[src/rtl/coh_dir_pkg.sv]
package coh_dir_pkg;
  typedef enum logic {
    MSG_UPDATE = 1'b0,
    MSG_INVAL  = 1'b1
  } msg_e;

  typedef enum logic [1:0] {
    ENG_IDLE,
    ENG_SEND,
    ENG_WAIT,
    ENG_DONE
  } eng_e;
endpackage

[src/rtl/coh_dir_entry.sv]
module coh_dir_entry #(
  parameter int TH    = 2,
  parameter int ID_W  = 2,
  parameter int CNT_W = 2,
  localparam int TI_W = (TH > 1) ? $clog2(TH) : 1
) (
  input  logic               clk,
  input  logic               rst_n,
  input  logic               add_en,
  input  logic [ID_W-1:0]    add_id,
  input  logic               cln_en,
  input  logic [ID_W-1:0]    cln_id,
  input  logic               clr_en,
  output logic [TH-1:0]      slot_v,
  output logic [TH*ID_W-1:0] slot_ids,
  output logic [CNT_W-1:0]   copies,
  output logic               ovf
);
  logic            dup_hit;
  logic            free_found;
  logic [TI_W-1:0] free_idx;
  logic            cln_hit;
  logic [TI_W-1:0] cln_idx;

  // Slot scans: duplicate detection, first free slot, first matching slot.
  always_comb begin
    dup_hit    = 1'b0;
    free_found = 1'b0;
    free_idx   = '0;
    cln_hit    = 1'b0;
    cln_idx    = '0;
    for (int i = 0; i < TH; i++) begin
      if (slot_v[i] && slot_ids[i*ID_W +: ID_W] == add_id)
        dup_hit = 1'b1;
      if (!slot_v[i] && !free_found) begin
        free_found = 1'b1;
        free_idx   = TI_W'(i);
      end
      if (slot_v[i] && slot_ids[i*ID_W +: ID_W] == cln_id && !cln_hit) begin
        cln_hit = 1'b1;
        cln_idx = TI_W'(i);
      end
    end
  end

  always_ff @(posedge clk) begin
    if (!rst_n || clr_en) begin
      slot_v   <= '0;
      slot_ids <= '0;
      copies   <= '0;
      ovf      <= 1'b0;
    end else if (cln_en) begin
      if (cln_hit) begin
        slot_v[cln_idx] <= 1'b0;
        copies          <= copies - 1'b1;
      end
    end else if (add_en && !ovf && !dup_hit) begin
      if (free_found) begin
        slot_v[free_idx]                   <= 1'b1;
        slot_ids[free_idx*ID_W +: ID_W]    <= add_id;
        copies                             <= copies + 1'b1;
      end else begin
        ovf <= 1'b1;
      end
    end
  end
endmodule

[src/rtl/coh_dir_engine.sv]
module coh_dir_engine
  import coh_dir_pkg::*;
#(
  parameter int N_CACHES = 3,
  parameter int TH       = 2,
  parameter int ID_W     = 2,
  parameter int LINE_W   = 1,
  parameter int CNT_W    = 2,
  localparam int ACK_W   = $clog2(N_CACHES + 1)
) (
  input  logic               clk,
  input  logic               rst_n,
  input  logic               start,
  input  logic [LINE_W-1:0]  start_line,
  input  logic               start_evict,
  input  logic [TH-1:0]      snap_v,
  input  logic [TH*ID_W-1:0] snap_ids,
  input  logic [CNT_W-1:0]   snap_copies,
  input  logic               snap_ovf,
  output logic               idle,
  output logic [LINE_W-1:0]  pend_line,
  output logic               coh_valid,
  input  logic               coh_ready,
  output logic [ID_W-1:0]    coh_dest,
  output logic               coh_kind,
  input  logic               ack_valid,
  output logic               ack_ready,
  output logic               done,
  output logic               clr_en
);
  eng_e               state;
  logic [TH-1:0]      sv;
  logic [TH*ID_W-1:0] sids;
  logic               bcast;
  logic               evict;
  logic [ACK_W-1:0]   cnt;
  logic [ID_W-1:0]    idx;
  logic               mc_v;
  logic [ID_W-1:0]    mc_id;
  logic [ID_W-1:0]    last_idx;
  logic               advance;

  always_comb begin
    mc_v  = 1'b0;
    mc_id = '0;
    for (int i = 0; i < TH; i++) begin
      if (idx == ID_W'(i)) begin
        mc_v  = sv[i];
        mc_id = sids[i*ID_W +: ID_W];
      end
    end
  end

  assign last_idx  = bcast ? ID_W'(N_CACHES - 1) : ID_W'(TH - 1);
  assign coh_valid = (state == ENG_SEND) && (bcast || mc_v);
  assign coh_dest  = bcast ? idx : mc_id;
  assign coh_kind  = (bcast || evict) ? MSG_INVAL : MSG_UPDATE;
  assign advance   = !coh_valid || coh_ready;
  assign idle      = (state == ENG_IDLE);
  assign ack_ready = !idle && (cnt != '0);
  assign done      = (state == ENG_DONE);
  assign clr_en    = done && (bcast || evict);

  always_ff @(posedge clk) begin
    if (!rst_n) begin
      state     <= ENG_IDLE;
      sv        <= '0;
      sids      <= '0;
      bcast     <= 1'b0;
      evict     <= 1'b0;
      cnt       <= '0;
      idx       <= '0;
      pend_line <= '0;
    end else begin
      if (ack_valid && ack_ready)
        cnt <= cnt - 1'b1;
      case (state)
        ENG_IDLE: begin
          if (start) begin
            state     <= ENG_SEND;
            sv        <= snap_v;
            sids      <= snap_ids;
            bcast     <= snap_ovf;
            evict     <= start_evict;
            pend_line <= start_line;
            idx       <= '0;
            cnt       <= snap_ovf ? ACK_W'(N_CACHES) : ACK_W'(snap_copies);
          end
        end
        ENG_SEND: begin
          if (advance) begin
            if (idx == last_idx) state <= ENG_WAIT;
            else                 idx   <= idx + 1'b1;
          end
        end
        ENG_WAIT: begin
          if (cnt == '0) state <= ENG_DONE;
        end
        default: state <= ENG_IDLE;
      endcase
    end
  end
endmodule

[src/rtl/coh_dir.sv]
module coh_dir
  import coh_dir_pkg::*;
#(
  parameter int N_CACHES = 3,
  parameter int N_LINES  = 2,
  parameter int TH       = 2,
  localparam int ID_W    = (N_CACHES > 1) ? $clog2(N_CACHES) : 1,
  localparam int LINE_W  = (N_LINES > 1) ? $clog2(N_LINES) : 1,
  localparam int CNT_W   = $clog2(TH + 1)
) (
  input  logic              clk,
  input  logic              rst_n,
  input  logic              txn_valid,
  output logic              txn_ready,
  input  logic [LINE_W-1:0] txn_line,
  input  logic              txn_evict,
  input  logic              rd_valid,
  output logic              rd_ready,
  input  logic [ID_W-1:0]   rd_cache,
  input  logic [LINE_W-1:0] rd_line,
  input  logic              cln_valid,
  output logic              cln_ready,
  input  logic [ID_W-1:0]   cln_cache,
  input  logic [LINE_W-1:0] cln_line,
  output logic              coh_valid,
  input  logic              coh_ready,
  output logic [ID_W-1:0]   coh_dest,
  output logic [LINE_W-1:0] coh_line,
  output logic              coh_kind,
  input  logic              ack_valid,
  output logic              ack_ready,
  output logic              done,
  output logic [LINE_W-1:0] done_line
);
  logic [N_LINES*TH-1:0]      v_all;
  logic [N_LINES*TH*ID_W-1:0] ids_all;
  logic [N_LINES*CNT_W-1:0]   cp_all;
  logic [N_LINES-1:0]         ovf_all;

  logic               eng_idle;
  logic [LINE_W-1:0]  pend_line;
  logic               eng_clr;
  logic               start;
  logic               busy_rd;
  logic               busy_cln;
  logic [TH-1:0]      snap_v;
  logic [TH*ID_W-1:0] snap_ids;
  logic [CNT_W-1:0]   snap_cp;
  logic               snap_ovf;

  assign txn_ready = eng_idle;
  assign start     = txn_valid && txn_ready;

  // A line is locked while its transaction runs or is being accepted now.
  assign busy_rd  = (!eng_idle && rd_line == pend_line) || (start && rd_line == txn_line);
  assign busy_cln = (!eng_idle && cln_line == pend_line) || (start && cln_line == txn_line);
  assign cln_ready = !busy_cln;
  assign rd_ready  = !cln_valid && !busy_rd;

  always_comb begin
    snap_v   = '0;
    snap_ids = '0;
    snap_cp  = '0;
    snap_ovf = 1'b0;
    for (int l = 0; l < N_LINES; l++) begin
      if (txn_line == LINE_W'(l)) begin
        snap_v   = v_all[l*TH +: TH];
        snap_ids = ids_all[l*TH*ID_W +: TH*ID_W];
        snap_cp  = cp_all[l*CNT_W +: CNT_W];
        snap_ovf = ovf_all[l];
      end
    end
  end

  for (genvar l = 0; l < N_LINES; l++) begin : g_line
    logic add_en;
    logic cln_en;
    logic clr_en;
    assign add_en = rd_valid && rd_ready && rd_line == LINE_W'(l);
    assign cln_en = cln_valid && cln_ready && cln_line == LINE_W'(l);
    assign clr_en = eng_clr && pend_line == LINE_W'(l);
    coh_dir_entry #(.TH(TH), .ID_W(ID_W), .CNT_W(CNT_W)) u_entry (
      .clk      (clk),
      .rst_n    (rst_n),
      .add_en   (add_en),
      .add_id   (rd_cache),
      .cln_en   (cln_en),
      .cln_id   (cln_cache),
      .clr_en   (clr_en),
      .slot_v   (v_all[l*TH +: TH]),
      .slot_ids (ids_all[l*TH*ID_W +: TH*ID_W]),
      .copies   (cp_all[l*CNT_W +: CNT_W]),
      .ovf      (ovf_all[l])
    );
  end

  coh_dir_engine #(
    .N_CACHES(N_CACHES), .TH(TH), .ID_W(ID_W), .LINE_W(LINE_W), .CNT_W(CNT_W)
  ) u_eng (
    .clk         (clk),
    .rst_n       (rst_n),
    .start       (start),
    .start_line  (txn_line),
    .start_evict (txn_evict),
    .snap_v      (snap_v),
    .snap_ids    (snap_ids),
    .snap_copies (snap_cp),
    .snap_ovf    (snap_ovf),
    .idle        (eng_idle),
    .pend_line   (pend_line),
    .coh_valid   (coh_valid),
    .coh_ready   (coh_ready),
    .coh_dest    (coh_dest),
    .coh_kind    (coh_kind),
    .ack_valid   (ack_valid),
    .ack_ready   (ack_ready),
    .done        (done),
    .clr_en      (eng_clr)
  );

  assign coh_line  = pend_line;
  assign done_line = pend_line;
endmodule

[config.mk]
export PLATFORM = sky130hd
export DESIGN_NAME = coh_dir
export DESIGN_NICKNAME = d
export VERILOG_FILES = /design/src/rtl/coh_dir_pkg.sv /design/src/rtl/coh_dir_entry.sv /design/src/rtl/coh_dir_engine.sv /design/src/rtl/coh_dir.sv
export SDC_FILE = /design/constraint.sdc
export NUM_CORES = 1
export LEC_CHECK = 0
export BUFFER_PORTS_ARGS = -buffer_cell sky130_fd_sc_hd__buf_4
export CAP_MARGIN = 0
export CORE_MARGIN = 2
export CORE_UTILIZATION = 55
export DETAILED_ROUTE_END_ITERATION = 7
export GPL_TIMING_DRIVEN = 0
export PLACE_DENSITY = 0.76
export SLEW_MARGIN = 20
export SYNTH_ARGS = -nofsm -noshare
export SYNTH_HDL_FRONTEND = slang
export SYNTH_SLANG_ARGS = --single-unit
[constraint.sdc]
create_clock -name clk -period 4.29 [get_ports clk]
set_input_delay 0.2145 -clock clk [delete_from_list [all_inputs] [get_ports clk]]
set_output_delay 0.2145 -clock clk [all_outputs]
set_load 0.01 [all_outputs]
==> reports/results.ini <==
[run_status]
status = completed

[clocking]
cts_buffer_depth = 2
cts.clk_slew.worst_paths_ps = 60
hold_buffers = 0
post_cts_buffers = 0
ctsResizeCount = 0
htree_levels = 2
clk_latency_ps = 290
cts_buffers = 5
cts_sinks = 33
cts_tree = yes
clock-root-buffer = clkbuf_8

[die]
core_area_um2 = 3720
io_pins = 26
die_height_um = 66.5
die_area_um2 = 4420
die_x_um = 66.5
rows = 22
start_util_pct = 57.7

[setup_path]
required_ps = 4510
crit_chain = inv_1 -> ha_1 -> buf_4 -> nand2_1 -> o221ai_1 -> a21o_1 -> a2111o_1 -> o21ai_1
worst_path_max_delay_cell = a2111o_1
crit_fanout = 10
critPathArrivalTime_ps = 2390
worstSetupEndpointType = flip-flop
critical_path_class = flip-flop to flip-flop
slowest_delay_ps = 380
startpoint_type = flip-flop

[sta]
hold_viol = 0
rsz0062_at_grt = false
period_share_pct = 50.4
setup_viol = 0
drv_slew = 0
max_slew_margin_pct = 59.1
max_freq_ghz = 0.462
min_period_ps = 2160
tightest_slew_ps = 610
setup-tns-final_ps = 0
clock_skew_ps = 7.02

[power]
clkPwrFrac_pct = 20.7
p_seq_share_pct = 34.0
internal_power_w = 0.000725
pwr-share-comb_pct = 45.3
p_leak_nw = 1.04
switching_share_pct = 37.1
power.density_nw_per_um2 = 474
switching_power_w = 0.000429
ir_drop_mv = 0.247
power.total_w = 0.00115

[global_routing]
grt_max_degree = 11
grt_overflow_total = 0
grt_usage_pct = 23.7
grt_pass1_wl_um = 7780
grt_antenna_before_repair = 0
grt_pass1_vias = 1655

[drt]
wirelength_um = 4650
drt_iter0_markers = 152
wl_per_cell_um = 14.6
ant_nets = 0
routed_via_density = 5.79
drc = 0
first_pass_iters = 6
num_vias = 1847

[finish]
area_growth_pct = 13.5
nets = 293
diodes = 0
instances_no_fill = 319
final_area_um2 = 2430
drive_gt1_share_pct = 16.6

[synthesis]
synth_warnings = 0
synth_area_leaders = dfxtp_1, xnor2_1, mux2i_1, ha_1, nand2_1
synthArstFlopShare_pct = 0
ys.flop_type = dfxtp_1
synth_fp_nets = 267
syn_avg_cell_area_um2 = 8.76
synth_cell_type_count = 52
synth_edf_count = 0
synth_area_um2 = 2150
synth_top_area_share_pct = 30.8
synth-seq-area-share_pct = 30.8
synth_seq_cells = 33
synth_top_area_cell = dfxtp_1
synthCells = 245

[run]
max-cap-violations = 0

[hold_path]
holdCritPathClass = input pin to flip-flop

[placed_design]
finalWeightedCongestion = 0.809
port-buffer-count = 19
placed_cell_area_um2 = 2350
dp_hpwl_um = 3500
placed_cells = 312

[path summary, 6_finish.rpt]
| kind | startpoint | slack, ps | end | cells after the start |
|---|---|---|---|---|
| max | u_eng.state[0]$_SDFFE_PN0P_ | 2130 | g_line[0].u_entry.copies[1]$_SDFFE_PP0P_ | 8 |
| min | txn_evict | 190 | u_eng.evict$_SDFFE_PN0P_ | 3 |
| max reg2reg | u_eng.state[0]$_SDFFE_PN0P_ | 2130 | g_line[0].u_entry.copies[1]$_SDFFE_PP0P_ | 8 |
| min reg2reg | g_line[1].u_entry.copies[1]$_SDFFE_PP0P_ | 470 | g_line[1].u_entry.copies[1]$_SDFFE_PP0P_ | 2 |
[kinds of logic (layout without fill, tap and decap cells)]
| logic type | count (synthesis) | count (layout) | synth area share [%] |
|---|---|---|---|
| XOR/XNOR | 23 | 23 | 9.39 |
| AND/OR/NAND/NOR | 78 | 78 | 19.3 |
| multiplexers | 18 | 18 | 8.45 |
| adder cells (fa/ha/maj) | 7 | 7 | 4.08 |
| flip-flops | 33 | 33 | 30.8 |
| buffers and inverters | 28 | 54 | 7.58 |
| AO/OA/AOI/OAI | 58 | 58 | 20.4 |
[synth_stat cells (all sizes together), types with 4 or more instances]
library cell,number
nor2,13
and2,5
nand2,22
mux2i,17
a21oi,14
dfxtp,33
ha,7
o21ai,10
nand3,13
inv,12
o211a,7
xnor2,23
buf,4
nand2b,4
nor2b,5
clkbuf,12
[critical path, delay by kind of cell, from the launching register on]
| family | cells | cell delay (ps) |
|---|---|---|
| compound gates | 4 | 1080 |
| fa+ha+maj | 1 | 230 |
| buf+inv | 2 | 270 |
| flops | 1 | 370 |
| simple gates | 1 | 150 |
[metal layers]
metal / track usage [%] / part of all wire, % / vias to the layer above
li1: - / - / 918
met1: 33.5 / 49 / 879
met2: 35.6 / 45 / 44
met3: 4.39 / 4.8 / 6
met4: 9.18 / 1.3 / 0
met5: 0 / 0 / -
[sequential cells by signal (all words and copies together) (netlist names)]
name / count
g_line.u_entry.ovf: 2
u_eng.sv: 2
u_eng.cnt: 2
g_line.u_entry.slot_v: 4
u_eng.pend_line: 1
u_eng.sids: 4
u_eng.bcast: 1
u_eng.evict: 1
g_line.u_entry.slot_ids: 8
u_eng.state: 2
g_line.u_entry.copies: 4
u_eng.idx: 2
[metrics by stage]
stage | setup WS [ps] | hold WS [ps] | util, %
final | 2130 | 194 | 65.5
after global routing | 2000 | 196 | 65.5
after global placement | 2200 | 463 | 63.2
after CTS | 2170 | 194 | 65.5
after detailed placement | 2180 | 462 | 63.2
after floorplan | 2390 | 359 | -
[cell usage in the layout, fill, tap and decap left out, drive strengths merged, types with 3 or more instances in the layout]
| cell type | count |
|---|---|
| a21boi | 3 |
| a21oi | 14 |
| a31oi | 3 |
| and2 | 5 |
| buf | 23 |
| clkbuf | 19 |
| dfxtp | 33 |
| ha | 7 |
| inv | 12 |
| mux2i | 17 |
| nand2 | 22 |
| nand2b | 4 |
| nand3 | 13 |
| nand3b | 3 |
| nor2 | 13 |
| nor2b | 5 |
| nor3b | 3 |
| o211a | 7 |
| o21ai | 10 |
| xnor2 | 23 |
[area by class of cell]
class / count / area, um2
repair buffers: 19 / 143
fillers: 316 / 1280
inverters: 12 / 45.0
well taps: 48 / 60.1
plain buffers: 16 / 118
clock buffers: 7 / 86.3
flip-flops and latches: 33 / 661
multi-input cells: 184 / 1320
[power by group through the flow]
| stage | sequential (W) | clock [W] | combinational (W) |
|---|---|---|---|
| 6_report | 0.000392 | 0.000239 | 0.000522 |
| 5_1_grt | 0.000400 | 0.000258 | 0.000587 |
| 4_1_cts | 0.000391 | 0.000243 | 0.000523 |
| 3_5_place_dp | 0.000398 | 0 | 0.000520 |
| 2_1_floorplan | 0.000390 | 0 | 0.000384 |
| 3_3_place_gp | 0.000397 | 0 | 0.000515 |
Note: power is estimated with default switching activity, not from simulation.
